==> src/rtl/phy_seq_pkg.sv <==
package phy_seq_pkg;

  localparam int PHY_AW = 8;
  localparam int PHY_DW = 8;

  // number of entries in the bring-up program and its index width
  localparam int STEP_COUNT = 13;
  localparam int STEP_IW    = $clog2(STEP_COUNT);

  // status bit that signals finished impedance calibration
  localparam int CAL_READY_BIT = 4;

  typedef enum logic [1:0] {
    OP_RMW  = 2'd0,   // read, OR mask in, write back
    OP_POLL = 2'd1,   // read until ready bit set
    OP_WR   = 2'd2    // plain write of mask value
  } step_op_e;

  typedef struct packed {
    step_op_e           op;
    logic [PHY_AW-1:0]  addr;
    logic [PHY_DW-1:0]  mask;
  } step_t;

  typedef enum logic [2:0] {
    SQ_IDLE  = 3'd0,
    SQ_FETCH = 3'd1,
    SQ_RD    = 3'd2,
    SQ_RD_W  = 3'd3,
    SQ_WR    = 3'd4,
    SQ_WR_W  = 3'd5,
    SQ_DONE  = 3'd6,
    SQ_ERR   = 3'd7
  } seq_state_e;

endpackage

==> src/rtl/phy_seq_steps.sv <==
module phy_seq_steps
  import phy_seq_pkg::*;
(
  input  logic [STEP_IW-1:0] idx,
  output step_t              step,
  output logic               is_last
);

  function automatic step_t mk(step_op_e op, logic [7:0] a, logic [7:0] m);
    step_t s;
    s.op   = op;
    s.addr = PHY_AW'(a);
    s.mask = PHY_DW'(m);
    return s;
  endfunction

  always_comb begin
    unique case (idx)
      STEP_IW'(0):  step = mk(OP_RMW,  8'h01, 8'h42);  // pad retention + power-down-bar
      STEP_IW'(1):  step = mk(OP_RMW,  8'h02, 8'h02);  // impedance trim enable
      STEP_IW'(2):  step = mk(OP_POLL, 8'h03, 8'h10);  // wait calibration
      STEP_IW'(3):  step = mk(OP_RMW,  8'h06, 8'h03);  // cmd + strobe receivers
      STEP_IW'(4):  step = mk(OP_RMW,  8'h08, 8'h02);  // cmd pull-up
      STEP_IW'(5):  step = mk(OP_RMW,  8'h20, 8'h01);  // cmd power
      STEP_IW'(6):  step = mk(OP_RMW,  8'h07, 8'hFF);  // data receivers
      STEP_IW'(7):  step = mk(OP_RMW,  8'h09, 8'hFF);  // data pull-ups
      STEP_IW'(8):  step = mk(OP_RMW,  8'h21, 8'hFF);  // data power
      STEP_IW'(9):  step = mk(OP_RMW,  8'h22, 8'h01);  // strobe power
      STEP_IW'(10): step = mk(OP_RMW,  8'h23, 8'h01);  // clock power
      STEP_IW'(11): step = mk(OP_RMW,  8'h0F, 8'h07);  // max clock buffer
      STEP_IW'(12): step = mk(OP_WR,   8'h11, 8'h04);  // legacy mode
      default:      step = mk(OP_WR,   8'h11, 8'h04);
    endcase
  end

  assign is_last = (idx == STEP_IW'(STEP_COUNT - 1));

endmodule

==> src/rtl/phy_seq_access.sv <==
module phy_seq_access #(
  parameter int AW      = 8,
  parameter int DW      = 8,
  parameter int TIMEOUT = 64
) (
  input  logic          clk,
  input  logic          rst,
  input  logic          go,
  input  logic          we,
  input  logic [AW-1:0] addr,
  input  logic [DW-1:0] wdata,
  output logic          ok,
  output logic          fail,
  output logic [DW-1:0] rdata,
  output logic          phy_req,
  output logic          phy_we,
  output logic [AW-1:0] phy_addr,
  output logic [DW-1:0] phy_wdata,
  input  logic          phy_ack,
  input  logic [DW-1:0] phy_rdata
);

  localparam int CW = $clog2(TIMEOUT + 1);
  localparam logic [CW-1:0] CNT_LAST = CW'(TIMEOUT - 1);

  logic [CW-1:0] wait_cnt;

  always_ff @(posedge clk) begin
    if (rst) begin
      phy_req   <= 1'b0;
      phy_we    <= 1'b0;
      phy_addr  <= '0;
      phy_wdata <= '0;
      ok        <= 1'b0;
      fail      <= 1'b0;
      rdata     <= '0;
      wait_cnt  <= '0;
    end else begin
      ok   <= 1'b0;
      fail <= 1'b0;
      if (!phy_req) begin
        if (go) begin
          phy_req   <= 1'b1;
          phy_we    <= we;
          phy_addr  <= addr;
          phy_wdata <= wdata;
          wait_cnt  <= '0;
        end
      end else if (phy_ack) begin
        phy_req <= 1'b0;
        ok      <= 1'b1;
        if (!phy_we) rdata <= phy_rdata;
      end else if (wait_cnt == CNT_LAST) begin
        phy_req <= 1'b0;
        fail    <= 1'b1;
      end else begin
        wait_cnt <= wait_cnt + 1'b1;
      end
    end
  end

  // request fields hold while unacknowledged
  assert_req_stable_R3: assert property (@(posedge clk) disable iff (rst)
    (phy_req && !phy_ack) |=> ($stable(phy_addr) && $stable(phy_we) && $stable(phy_wdata)));

  // request withdrawn right after acknowledge
  assert_req_drop_R3: assert property (@(posedge clk) disable iff (rst)
    (phy_req && phy_ack) |=> !phy_req);

  // input rule - the PHY acknowledges only a pending request
  assert_ack_with_req_R3: assert property (@(posedge clk) disable iff (rst)
    phy_ack |-> phy_req);

  // completion and timeout never reported together
  assert_ok_fail_excl_R10: assert property (@(posedge clk) disable iff (rst)
    !(ok && fail));

  // a timeout follows a request left unanswered
  assert_fail_after_req_R10: assert property (@(posedge clk) disable iff (rst)
    fail |-> ($past(phy_req) && !$past(phy_ack)));

endmodule

==> src/rtl/phy_seq_timer.sv <==
module phy_seq_timer #(
  parameter int LIMIT = 5000
) (
  input  logic clk,
  input  logic rst,
  input  logic clr,
  input  logic en,
  output logic expired
);

  localparam int TW = $clog2(LIMIT + 1);
  localparam logic [TW-1:0] TOP = TW'(LIMIT);

  logic [TW-1:0] cnt;

  always_ff @(posedge clk) begin
    if (rst || clr) begin
      cnt     <= '0;
      expired <= 1'b0;
    end else if (en && !expired) begin
      cnt     <= cnt + 1'b1;
      expired <= (cnt == TOP - 1'b1);
    end
  end

  // counter saturates at the limit
  assert_timer_bound_R7: assert property (@(posedge clk) disable iff (rst)
    cnt <= TOP);

  // expiry flag stays set until cleared
  assert_expiry_sticky_R7: assert property (@(posedge clk) disable iff (rst)
    (expired && !clr) |=> expired);

endmodule

==> src/rtl/phy_init_seq.sv <==
module phy_init_seq
  import phy_seq_pkg::*;
#(
  parameter int CLK_MHZ     = 50,
  parameter int CAL_US      = 100,
  parameter int ACC_TIMEOUT = 64
) (
  input  logic              clk,
  input  logic              rst,
  input  logic              start,
  output logic              phy_req,
  output logic              phy_we,
  output logic [PHY_AW-1:0] phy_addr,
  output logic [PHY_DW-1:0] phy_wdata,
  input  logic              phy_ack,
  input  logic [PHY_DW-1:0] phy_rdata,
  output logic              done,
  output logic              error
);

  localparam int CAL_CYCLES = CLK_MHZ * CAL_US;

  seq_state_e         state;
  logic [STEP_IW-1:0] idx;
  step_t              step;
  logic               is_last;

  logic               acc_go, acc_we, acc_ok, acc_fail;
  logic [PHY_DW-1:0]  acc_rdata, acc_wdata;
  logic               cal_clr, cal_en, cal_expired;
  logic               finished;

  phy_seq_steps u_steps (
    .idx     (idx),
    .step    (step),
    .is_last (is_last)
  );

  assign acc_go    = (state == SQ_RD) || (state == SQ_WR);
  assign acc_we    = (state == SQ_WR);
  assign acc_wdata = (step.op == OP_WR) ? step.mask : (acc_rdata | step.mask);

  phy_seq_access #(
    .AW      (PHY_AW),
    .DW      (PHY_DW),
    .TIMEOUT (ACC_TIMEOUT)
  ) u_access (
    .clk       (clk),
    .rst       (rst),
    .go        (acc_go),
    .we        (acc_we),
    .addr      (step.addr),
    .wdata     (acc_wdata),
    .ok        (acc_ok),
    .fail      (acc_fail),
    .rdata     (acc_rdata),
    .phy_req   (phy_req),
    .phy_we    (phy_we),
    .phy_addr  (phy_addr),
    .phy_wdata (phy_wdata),
    .phy_ack   (phy_ack),
    .phy_rdata (phy_rdata)
  );

  assign cal_clr = (state == SQ_FETCH);
  assign cal_en  = (step.op == OP_POLL) &&
                   ((state == SQ_RD) || (state == SQ_RD_W));

  phy_seq_timer #(
    .LIMIT (CAL_CYCLES)
  ) u_cal_timer (
    .clk     (clk),
    .rst     (rst),
    .clr     (cal_clr),
    .en      (cal_en),
    .expired (cal_expired)
  );

  assign finished = (state == SQ_IDLE) || (state == SQ_DONE) || (state == SQ_ERR);

  always_ff @(posedge clk) begin
    if (rst) begin
      state <= SQ_IDLE;
      idx   <= '0;
      done  <= 1'b0;
      error <= 1'b0;
    end else begin
      unique case (state)
        SQ_IDLE, SQ_DONE, SQ_ERR: begin
          if (start) begin
            idx   <= '0;
            done  <= 1'b0;
            error <= 1'b0;
            state <= SQ_FETCH;
          end
        end
        SQ_FETCH: state <= (step.op == OP_WR) ? SQ_WR : SQ_RD;
        SQ_RD:    state <= SQ_RD_W;
        SQ_RD_W: begin
          if (acc_fail) begin
            state <= SQ_ERR;
            error <= 1'b1;
          end else if (acc_ok) begin
            if (step.op != OP_POLL) begin
              state <= SQ_WR;
            end else if (acc_rdata[CAL_READY_BIT]) begin
              idx   <= idx + 1'b1;
              state <= SQ_FETCH;
            end else if (cal_expired) begin
              state <= SQ_ERR;
              error <= 1'b1;
            end else begin
              state <= SQ_RD;
            end
          end
        end
        SQ_WR:    state <= SQ_WR_W;
        SQ_WR_W: begin
          if (acc_fail) begin
            state <= SQ_ERR;
            error <= 1'b1;
          end else if (acc_ok) begin
            if (is_last) begin
              state <= SQ_DONE;
              done  <= 1'b1;
            end else begin
              idx   <= idx + 1'b1;
              state <= SQ_FETCH;
            end
          end
        end
        default: state <= SQ_IDLE;
      endcase
    end
  end

  // the two result flags never coincide
  assert_flags_excl_R11: assert property (@(posedge clk) disable iff (rst)
    !(done && error));

  // done holds until a new start
  assert_done_hold_R11: assert property (@(posedge clk) disable iff (rst)
    (done && !start) |=> done);

  // error holds until a new start
  assert_error_hold_R11: assert property (@(posedge clk) disable iff (rst)
    (error && !start) |=> error);

  // no port activity once a result is reported
  assert_quiet_after_end_R11: assert property (@(posedge clk) disable iff (rst)
    phy_req |-> (!done && !error));

  // start is ignored while busy
  assert_start_ignored_R2: assert property (@(posedge clk) disable iff (rst)
    (start && !finished) |=> !(done || error) || $past(state) == SQ_RD_W || $past(state) == SQ_WR_W);

  // mode register only ever gets the legacy value
  assert_mode_value_R9: assert property (@(posedge clk) disable iff (rst)
    (phy_req && phy_we && phy_addr == PHY_AW'(8'h11)) |-> phy_wdata == PHY_DW'(8'h04));

  // status register is never written
  assert_no_status_write_R6: assert property (@(posedge clk) disable iff (rst)
    (phy_req && phy_we) |-> phy_addr != PHY_AW'(8'h03));

endmodule

==> config.mk <==
export PLATFORM = sky130hd
export DESIGN_NAME = phy_init_seq
export DESIGN_NICKNAME = d
export VERILOG_FILES = /design/src/rtl/phy_seq_pkg.sv /design/src/rtl/phy_seq_steps.sv /design/src/rtl/phy_seq_access.sv /design/src/rtl/phy_seq_timer.sv /design/src/rtl/phy_init_seq.sv
export SDC_FILE = /design/constraint.sdc
export NUM_CORES = 1
export LEC_CHECK = 0
export ABC_AREA = 0
export CAP_MARGIN = 20
export CORE_MARGIN = 3
export CORE_UTILIZATION = 55
export DETAILED_ROUTE_END_ITERATION = 16
export HOLD_SLACK_MARGIN = 0.1
export PLACE_DENSITY = 0.77
export SLEW_MARGIN = 10
export SYNTH_ARGS = -nofsm -noshare
export SYNTH_HDL_FRONTEND = slang
export SYNTH_SLANG_ARGS = --single-unit
==> constraint.sdc <==
create_clock -name clk -period 3.1 [get_ports clk]
set_clock_uncertainty 0.1 [all_clocks]
set_input_delay 0.93 -clock clk [delete_from_list [all_inputs] [get_ports clk]]
set_output_delay 0.93 -clock clk [all_outputs]
set_load 0.02 [all_outputs]
Yosys cells after proc, flatten, opt, wreduce, memory -nomap -nowiden

Memories as Yosys holds them, arrays and structs flattened. A register that Yosys moved wholly into a read port is not among the register bits.
Cells that the tools add are included.

Output and inout port bits: 20
Bits in read-only memories: 256
Memories: 1
Flip-flop bits (word level): 58
Input bits: 12

Reduce and logical (&&, ||, !) cells: 20
Equality and inequality tests: 30
Muxes and demuxes: 45
Bitwise logic cells: 3
Add/sub/neg operators: 3

Memories:

| memory           | depth | width | rd ports | clocked after memory_dff | write ports | RTL line            | text |
|---|---|---|---|---|---|---|---|
| (name not given) | 16    | 16    | 1        | 1                        | 0           | phy_seq_steps.sv:18 | `unique case (idx)` |

Operator list:

| operator                                                               | number |
|---|---|
| 4-bit two-way mux                                                      | 10 |
| 3-bit two-way mux                                                      | 10 |
| 7-bit two-way mux                                                      | 4 |
| 3-bit case mux with 6 select lines                                     | 1 |
| 1-bit two-way mux                                                      | 16 |
| 2-bit != test (second input constant)                                  | 8 |
| 13-bit by 1-bit adder with 13-bit output (second input constant)       | 1 |
| 13-bit equality test (second input constant)                           | 1 |
| 3-bit equality test (second input constant)                            | 4 |
| 4-bit case mux with 3 select lines                                     | 1 |
| 2-bit by 1-bit != test with 1-bit output (second input constant)       | 5 |
| 3-bit by 1-bit != test with 1-bit output (second input constant)       | 3 |
| 3-bit AND reduction                                                    | 3 |
| 9-bit AND reduction                                                    | 1 |
| 8-bit two-way mux                                                      | 1 |
| 8-bit bitwise OR                                                       | 1 |
| 7-bit by 1-bit adder with 7-bit output (second input constant)         | 1 |
| 7-bit by 6-bit equality test with 1-bit output (second input constant) | 1 |
| 7-bit AND reduction                                                    | 1 |
| 3-bit by 2-bit equality test with 1-bit output (second input constant) | 2 |
| 3-bit by 2-bit != test with 1-bit output (second input constant)       | 2 |
| 3-bit OR reduction                                                     | 2 |
| 5-bit AND reduction                                                    | 1 |
| 4-bit by 1-bit adder with 4-bit output (second input constant)         | 1 |
| other kinds (15)                                                       | 20 |

Longest topological paths before layout

Gate-level depths: netlist (run 1).

Depth after elaboration: 8
Depth in mapped cells: 10
Gate-level depth less buffers: 10

By module

From an unflattened synthesis (run 1), not the netlist that was laid out.

Cell total of the unflattened synthesis: 387
Area total of the unflattened synthesis: 3233.1 um^2

By module, submodules not included:

| module         | cells an instance | times used | area an instance (um^2) | sequential area each (um^2) |
|---|---|---|---|---|
| phy_seq_access | 157               | 1          | 1416.4                  | 700.7 |
| phy_init_seq   | 104               | 1          | 795.8                   | 180.2 |
| phy_seq_timer  | 79                | 1          | 696.9                   | 280.3 |
| phy_seq_steps  | 47                | 1          | 324.1                   | 0.0 |

Worst setup path before layout (run 1)

No wires, ideal clock.

Path type: input to register
Start: input start
End: register, netlist name u_steps.step[8]
Slack: 0.119 ns
Data required time: 2.865 ns
Setup time: 0.135 ns
Stages: 8
Path buffers: 1
Arrival: 2.747 ns
Cell sequence: or3b_1 -> a32o_1 -> or3_4 -> a311oi_4 -> inv_2 -> buf_4 -> a211oi_2 -> a21oi_1

Longest elaborated chain between the ends: 4

RTL lines:

| item                                             | RTL line           | text |
|---|---|---|
| from (decl)                                      | phy_init_seq.sv:10 | `input logic start,` |
| 2-bit != test (no source line)                   | --                 |  |
| 9-bit AND reduction (no source line)             | --                 |  |
| 4-bit two-way mux (no source line) (2 in series) | --                 |  |

Every way passes these cells.
A chain may end at the register's enable or synchronous reset.

Final worst setup path (run 1)

Start: input start
End: register, netlist name u_steps.step[1]

Longest elaborated chain between the ends: 4

RTL lines:

| item |
|---|
| 2-bit != test (no source line) |
| 9-bit AND reduction (no source line) |
| 4-bit two-way mux (no source line) (2 in series) |

Every way passes these cells.

==> results of run 1 <==
[where the power goes]
part           switching, mW  internal [mW]  leakage (nW)
registers              0.100          0.967         0.558
logic                  0.390          0.299         0.726
clock network          0.334          0.308        0.0880
[worst paths after layout]
path	startpoint	endpoint	slack [ns]	cells past startpoint
hold / removal	u_steps.step[13]	u_access.phy_addr[5]	0.35	2
hold reg to reg	u_steps.step[13]	u_access.phy_addr[5]	0.35	2
setup / recovery	start	u_steps.step[1]	0.04	8
setup reg to reg	state[1]	u_steps.step[1]	0.35	7
[worst register-to-register path, delay by kind of cell (launching register included)]
kind / cells / cell delay (ns)
adder cells (fa/ha/maj): 1 / 0.30
AND/OR/NAND/NOR: 1 / 0.45
flip-flops: 1 / 0.69
XOR/XNOR: 1 / 0.24
AO/OA/AOI/OAI: 4 / 0.92
[logic make-up after synthesis]
kind of cell,Yosys count,synth area share (%)
buffers and inverters,34,4.45
adder cells (fa/ha/maj),7,2.75
multiplexers,1,0.354
AO/OA/AOI/OAI,81,17.9
AND/OR/NAND/NOR,172,26.0
XOR/XNOR,18,4.96
flip-flops,69,43.4
other,1,0.118
[sequential cells by signal, summed over array words and instances, names as in the netlist]
name / cells
done: 1
error: 1
idx: 4
state: 3
u_access.fail: 1
u_access.ok: 1
u_access.phy_addr: 6
u_access.phy_req: 1
u_access.phy_wdata: 8
u_access.phy_we: 1
u_access.rdata: 8
u_access.wait_cnt: 7
u_cal_timer.cnt: 13
u_cal_timer.expired: 1
u_steps.step: 13
[area by class of cell]
cell class	instances	area (sq um)	share of cell area, %
timing repair buffer	48	433	11.4
multi-input combinational	281	1670	43.9
clock inverter	6	38.8	1.02
clock buffer	10	138	3.61
tap	72	90.1	2.37
inverter	14	55.1	1.45
sequential	69	1380	36.3
[metrics by stage]
| stage | instances | area [sq um] | utilization (%) |
|---|---|---|---|
| after floorplan | 384 | 3180 | - |
| after global placement | 483 | 3610 | 65.2 |
| after detailed placement | 483 | 3610 | 65.2 |
| after CTS | 499 | 3800 | 68.5 |
| after global routing | 500 | 3810 | 68.7 |
| final | 500 | 3810 | 68.7 |
[cell usage after synthesis (all sizes together) (5+ instances only)]
library cell and n:
buf 7, xor2 7, a211oi 11, a21oi 25, o21ai 12, xnor2 11, nand2 49, nor2 49
nand3 10, ha 7, inv 14, nor2b 7, nand2b 5, nor3 23, dfxtp 69, clkbuf 13
[timing repair]
action / 4_1_cts / 5_1_grt
pin swaps: 0 / 3
buffers inserted: 0 / 1
setup endpoints to repair: 1 / 8
gates resized for setup: 1 / 1
[metal layers]
metal,global-route usage (%),wire [um],up-vias,part of all wire (%)
met3,7.46,285,5,4.1
li1,-,-,1423,-
met4,5.98,66,0,0.95
met2,36.5,3340,58,48
met5,0,0,-,0
met1,29.0,3290,1302,47
==> qor.yml, run 1 <==
clock_tree:
  cts_made_buffers: 9
  clockRootBuffer: "clkbuf_8"
  cts_tree: "done"
  htreeDepth: 3
  cts_hold_buf: 0
  cts_num_sinks: 69
  clock_path_buffers: 2
  insertion_delay_ns: 0.34
  clk_pin_slew_ns: 0.07
synth:
  synthTopCellsByArea: "dfxtp_1, nand2_1, nor2_1"
  yosysTopAreaCell: "dfxtp_1"
  ys_seq_area_share_pct: 43.4
  yosys_warnings: 0
  ys_ff_latch: 69
  mappedNetlistArea_sq_um: 3180
  synth_top_flop_cell: "dfxtp_1"
  synthCells: 383
  synthDistinctLibCells: 59
  synth_top_area_share_pct: 43.4
  synth_edf_count: 0
  syn_avg_cell_area_sq_um: 8.30
  async_reset_ff_share_pct: 0
outcome:
  status: "finished, final reports clean"
final_layout:
  diodes: 0
  nNetsFinal: 442
  mostFrequentLayoutCells: "dfxtp_1, nor2_1, nand2_1"
  layout-drive-gt1-share_pct: 10.7
  syn_to_final_growth_pct: 19.8
  final_common_cell: "dfxtp_1"
  fillerInstances: 470
critical_path:
  path_class: "in -> reg"
  cp_max_fo: 4
  arrival_ns: 3.25
  cp-end-kind: "flop"
  worstPathCellList: "clkdlybuf4s50_1 -> or3b_1 -> a32o_1 -> or3_4 -> a32oi_4 -> ha_1 -> o21ai_1 -> o311a_1"
  cp_num_buf_inv: 1
  start_kind: "input port"
  crit_slowest_cell: "clkdlybuf4s50_1"
  critPathTopFamily: "compound AO/OA/AOI/OAI gates"
  slowest_delay_ns: 0.48
  required_ns: 3.29
grt:
  antenna_found_initial: 0
  grt_use_total_pct: 22.6
  grt_max_degree: 34
  grt_pass1_wl_um: 11700
  grt_pass1_vias: 2540
  overflow: 0
drt:
  dr.pass1.iters: 4
  drt_iter0_drc: 152
  vias_per_cell: 5.58
  ant_nets: 0
  drc: 0
  vias: 2788
  wire_per_inst_um: 14.0
  routed_wl_um: 6980
placed_design:
  gp_congestion: 0.897
  dp_hpwl_um: 4940
  io_buffers: 29
  pre_cts_slack_ns: -0.376
timing:
  worst_pin_slew_ns: 0.585
  hold_viol_final: 0
  finalCritPeriodShare_pct: 98.7
  setup_tns_ns: 0
  period_needed_ns: 3.06
  fmax_mhz: 327
  setup_viol: 0
  slew_headroom_pct: 61.0
  fin_ws_ns: 0.0415
  hold_ws_ns: 0.350
  slew_violations: 0
die:
  fp.dieH_um: 82.0
  std_cell_rows: 27
  dieArea_sq_um: 6730
  core_sq_um: 5540
  top_level_ports: 32
  start_util_pct: 57.4
  chipWidth_um: 82.0
job:
  drv_cap: 0
power_and_ir_drop:
  power_mw: 2.40
  peakVddDrop_mv: 0.384
  p_leak_nw: 1.37
  power_density_nw_per_um2: 630
min_path:
  min_path_type: "reg -> reg"
Note: power is estimated with default switching activity, not from simulation.
==> inputs of run 2 (changes only) <==
--- a/config.mk
+++ b/config.mk
@@ -10,6 +10,7 @@
 export CORE_MARGIN = 3
 export CORE_UTILIZATION = 55
 export DETAILED_ROUTE_END_ITERATION = 16
+export GPL_TIMING_DRIVEN = 0
 export HOLD_SLACK_MARGIN = 0.1
 export PLACE_DENSITY = 0.77
 export SLEW_MARGIN = 10
==> run 2 against run 1 <==
Effect of this change: critical endpoint is now u_steps.step[10]; highest routed layer unchanged; utilization rose by 0.43 points; flip-flop and latch count did not move; sequential share of layout area fell by 0.23 points; clock power rose by 5.1%; hold slack improved by 0.0033 ns; critical path type unchanged; via count rose by 2.5%; clock-buffer cell count rose by 3; critical path depth did not move; non-clock buffer count rose by 9; worst setup slack improved by 0.058 ns; combinational power rose by 6.2%.
==> qor.yml, run 2 (synthesis gave the netlist of run 1 again) <==
final_layout:
  fillerInstances: 462  # was 470
  diodes: 0  # unchanged
  layout-drive-gt1-share_pct: 9.38  # was 10.7%
  final_common_cell: "dfxtp_1"  # unchanged
  nNetsFinal: 451  # was 442
  mostFrequentLayoutCells: "dfxtp_1, nor2_1, nand2_1"  # unchanged
  syn_to_final_growth_pct: 20.5  # was 19.8%
  fin_area_sq_um: 3830  # was 3810 sq um
  register_area_sq_um: 1380  # unchanged
  multi_input_area_sq_um: 1680  # was 1670 sq um
timing:
  slew_headroom_pct: 60.4  # was 61.0%
  worst_pin_slew_ns: 0.587  # was 0.585 ns
  slew_violations: 0  # unchanged
  setup_viol: 0  # unchanged
  hold_ws_ns: 0.354  # was 0.350 ns
  finalCritPeriodShare_pct: 96.8  # was 98.7%
  fmax_mhz: 333  # was 327 MHz
  hold_viol_final: 0  # unchanged
  period_needed_ns: 3.00  # was 3.06 ns
drt:
  vias_per_cell: 5.61  # was 5.58
  drt_iter0_drc: 169  # was 152
  routed_wl_um: 7400  # was 6980 um
  dr.pass1.iters: 4  # unchanged
  wire_per_inst_um: 14.5  # was 14.0 um
  drc: 0  # unchanged
  vias: 2857  # was 2788
  ant_nets: 0  # unchanged
die:
  core_sq_um: 5540  # unchanged
  std_cell_rows: 27  # unchanged
  start_util_pct: 57.4  # unchanged
  top_level_ports: 32  # unchanged
  fp.dieH_um: 82.0  # unchanged
  dieArea_sq_um: 6730  # unchanged
  chipWidth_um: 82.0  # unchanged
job:
  drv_cap: 0  # unchanged
grt:
  grt_pass1_vias: 2592  # was 2540
  overflow: 0  # unchanged
  grt_max_degree: 12  # was 34
  grt_use_total_pct: 23.3  # was 22.6%
  grt_pass1_wl_um: 12000  # was 11700 um
  antenna_found_initial: 0  # unchanged
critical_path:
  path_class: "in -> reg"  # unchanged
  arrival_ns: 3.11  # was 3.25 ns
  required_ns: 3.21  # was 3.29 ns
  cp_max_fo: 6  # was 4
  cp-end-kind: "flop"  # unchanged
  start_kind: "input port"  # unchanged
clock_tree:
  htreeDepth: 3  # unchanged
  cts_made_buffers: 9  # unchanged
  clock_path_buffers: 2  # unchanged
  insertion_delay_ns: 0.34  # about the same
  cts_num_sinks: 69  # unchanged
  cts_hold_buf: 0  # unchanged
  clockRootBuffer: "clkbuf_8"  # unchanged
  clk_pin_slew_ns: 0.07  # about the same
  cts_tree: "done"  # unchanged
outcome:
  status: "finished, final reports clean"  # unchanged
placed_design:
  dpl_cell_area_sq_um: 3550  # was 3610 sq um
  dp_hpwl_um: 5130  # was 4940 um
  gp_congestion: 0.841  # was 0.897
  io_buffers: 28  # was 29
power_and_ir_drop:
  p_leak_nw: 1.37  # about the same
  peakVddDrop_mv: 0.357  # was 0.384 mV
  power_density_nw_per_um2: 637  # was 630 nW/um^2
min_path:
  min_path_type: "reg -> reg"  # unchanged
==> run 2: final cells by class <==
cell class | count | share of cell area (%)
repair buffers | 37 | 9.05
inverters | 14 | 1.37
multi-input cells | 281 | 44.0
clock inverters | 3 | 0.490
plain buffers | 20 | 2.32
clock buffers | 13 | 4.41
flip-flops and latches | 69 | 36.1
well taps | 72 | 2.35
==> run 2: final timing paths <==
kind,start,cells past startpoint,slack [ns],end
setup / recovery,start,8,0.1,u_steps.step[10]
hold / removal,u_steps.step[8],2,0.35,u_access.phy_addr[0]
setup reg to reg,idx[1],9,0.37,u_steps.step[10]
hold reg to reg,u_steps.step[8],2,0.35,u_access.phy_addr[0]
==> run 2: report_power, final <==
group	leakage (nW)	internal [mW]	total (mW)	switching, mW
registers	0.558	0.967	1.03	0.0653
clock network	0.0994	0.355	0.676	0.321
logic	0.717	0.288	0.733	0.446
==> run 2: timing repair <==
| action | in CTS | in global routing |
|---|---|---|
| setup endpoints to repair | 12 | 4 |
| setup buffers | 5 | 4 |
| gates resized for setup | 2 | 1 |
| gates cloned | 0 | 0 |
| pin swaps | 4 | 2 |
==> run 2: metrics by stage <==
step,setup TNS (ns),instances,setup slack (ns),utilization (%),power (mW)
5_1_grt,-0.0126,509,-0.00916,69.2,2.58
6_report,0,509,0.0998,69.2,2.44
3_3_place_gp,-6.46,484,-0.605,64.1,1.76
3_5_place_dp,-6.91,484,-0.644,64.1,1.78
4_1_cts,0,505,0.0776,68.4,2.45
2_1_floorplan,0,384,0.119,-,1.53
==> run 2: critical path: stages <==
cell	delay, ns
dlygate4sd2_1	0.25
or3b_1	0.35
a32o_1	0.26
or3_4	0.39
a32oi_4	0.38
inv_2	0.14
ha_1	0.24
o2bb2ai_1	0.16
==> run 2: metal layers <==
metal  global-route usage (%)  share of wire, %  vias to the layer above
met4                     6.31               1.2                        0
met1                     32.2                46                     1338
met2                     35.8                47                       79
li1                         -                 -                     1426
met3                     6.25               5.5                       14
met5                        0                 0                        -
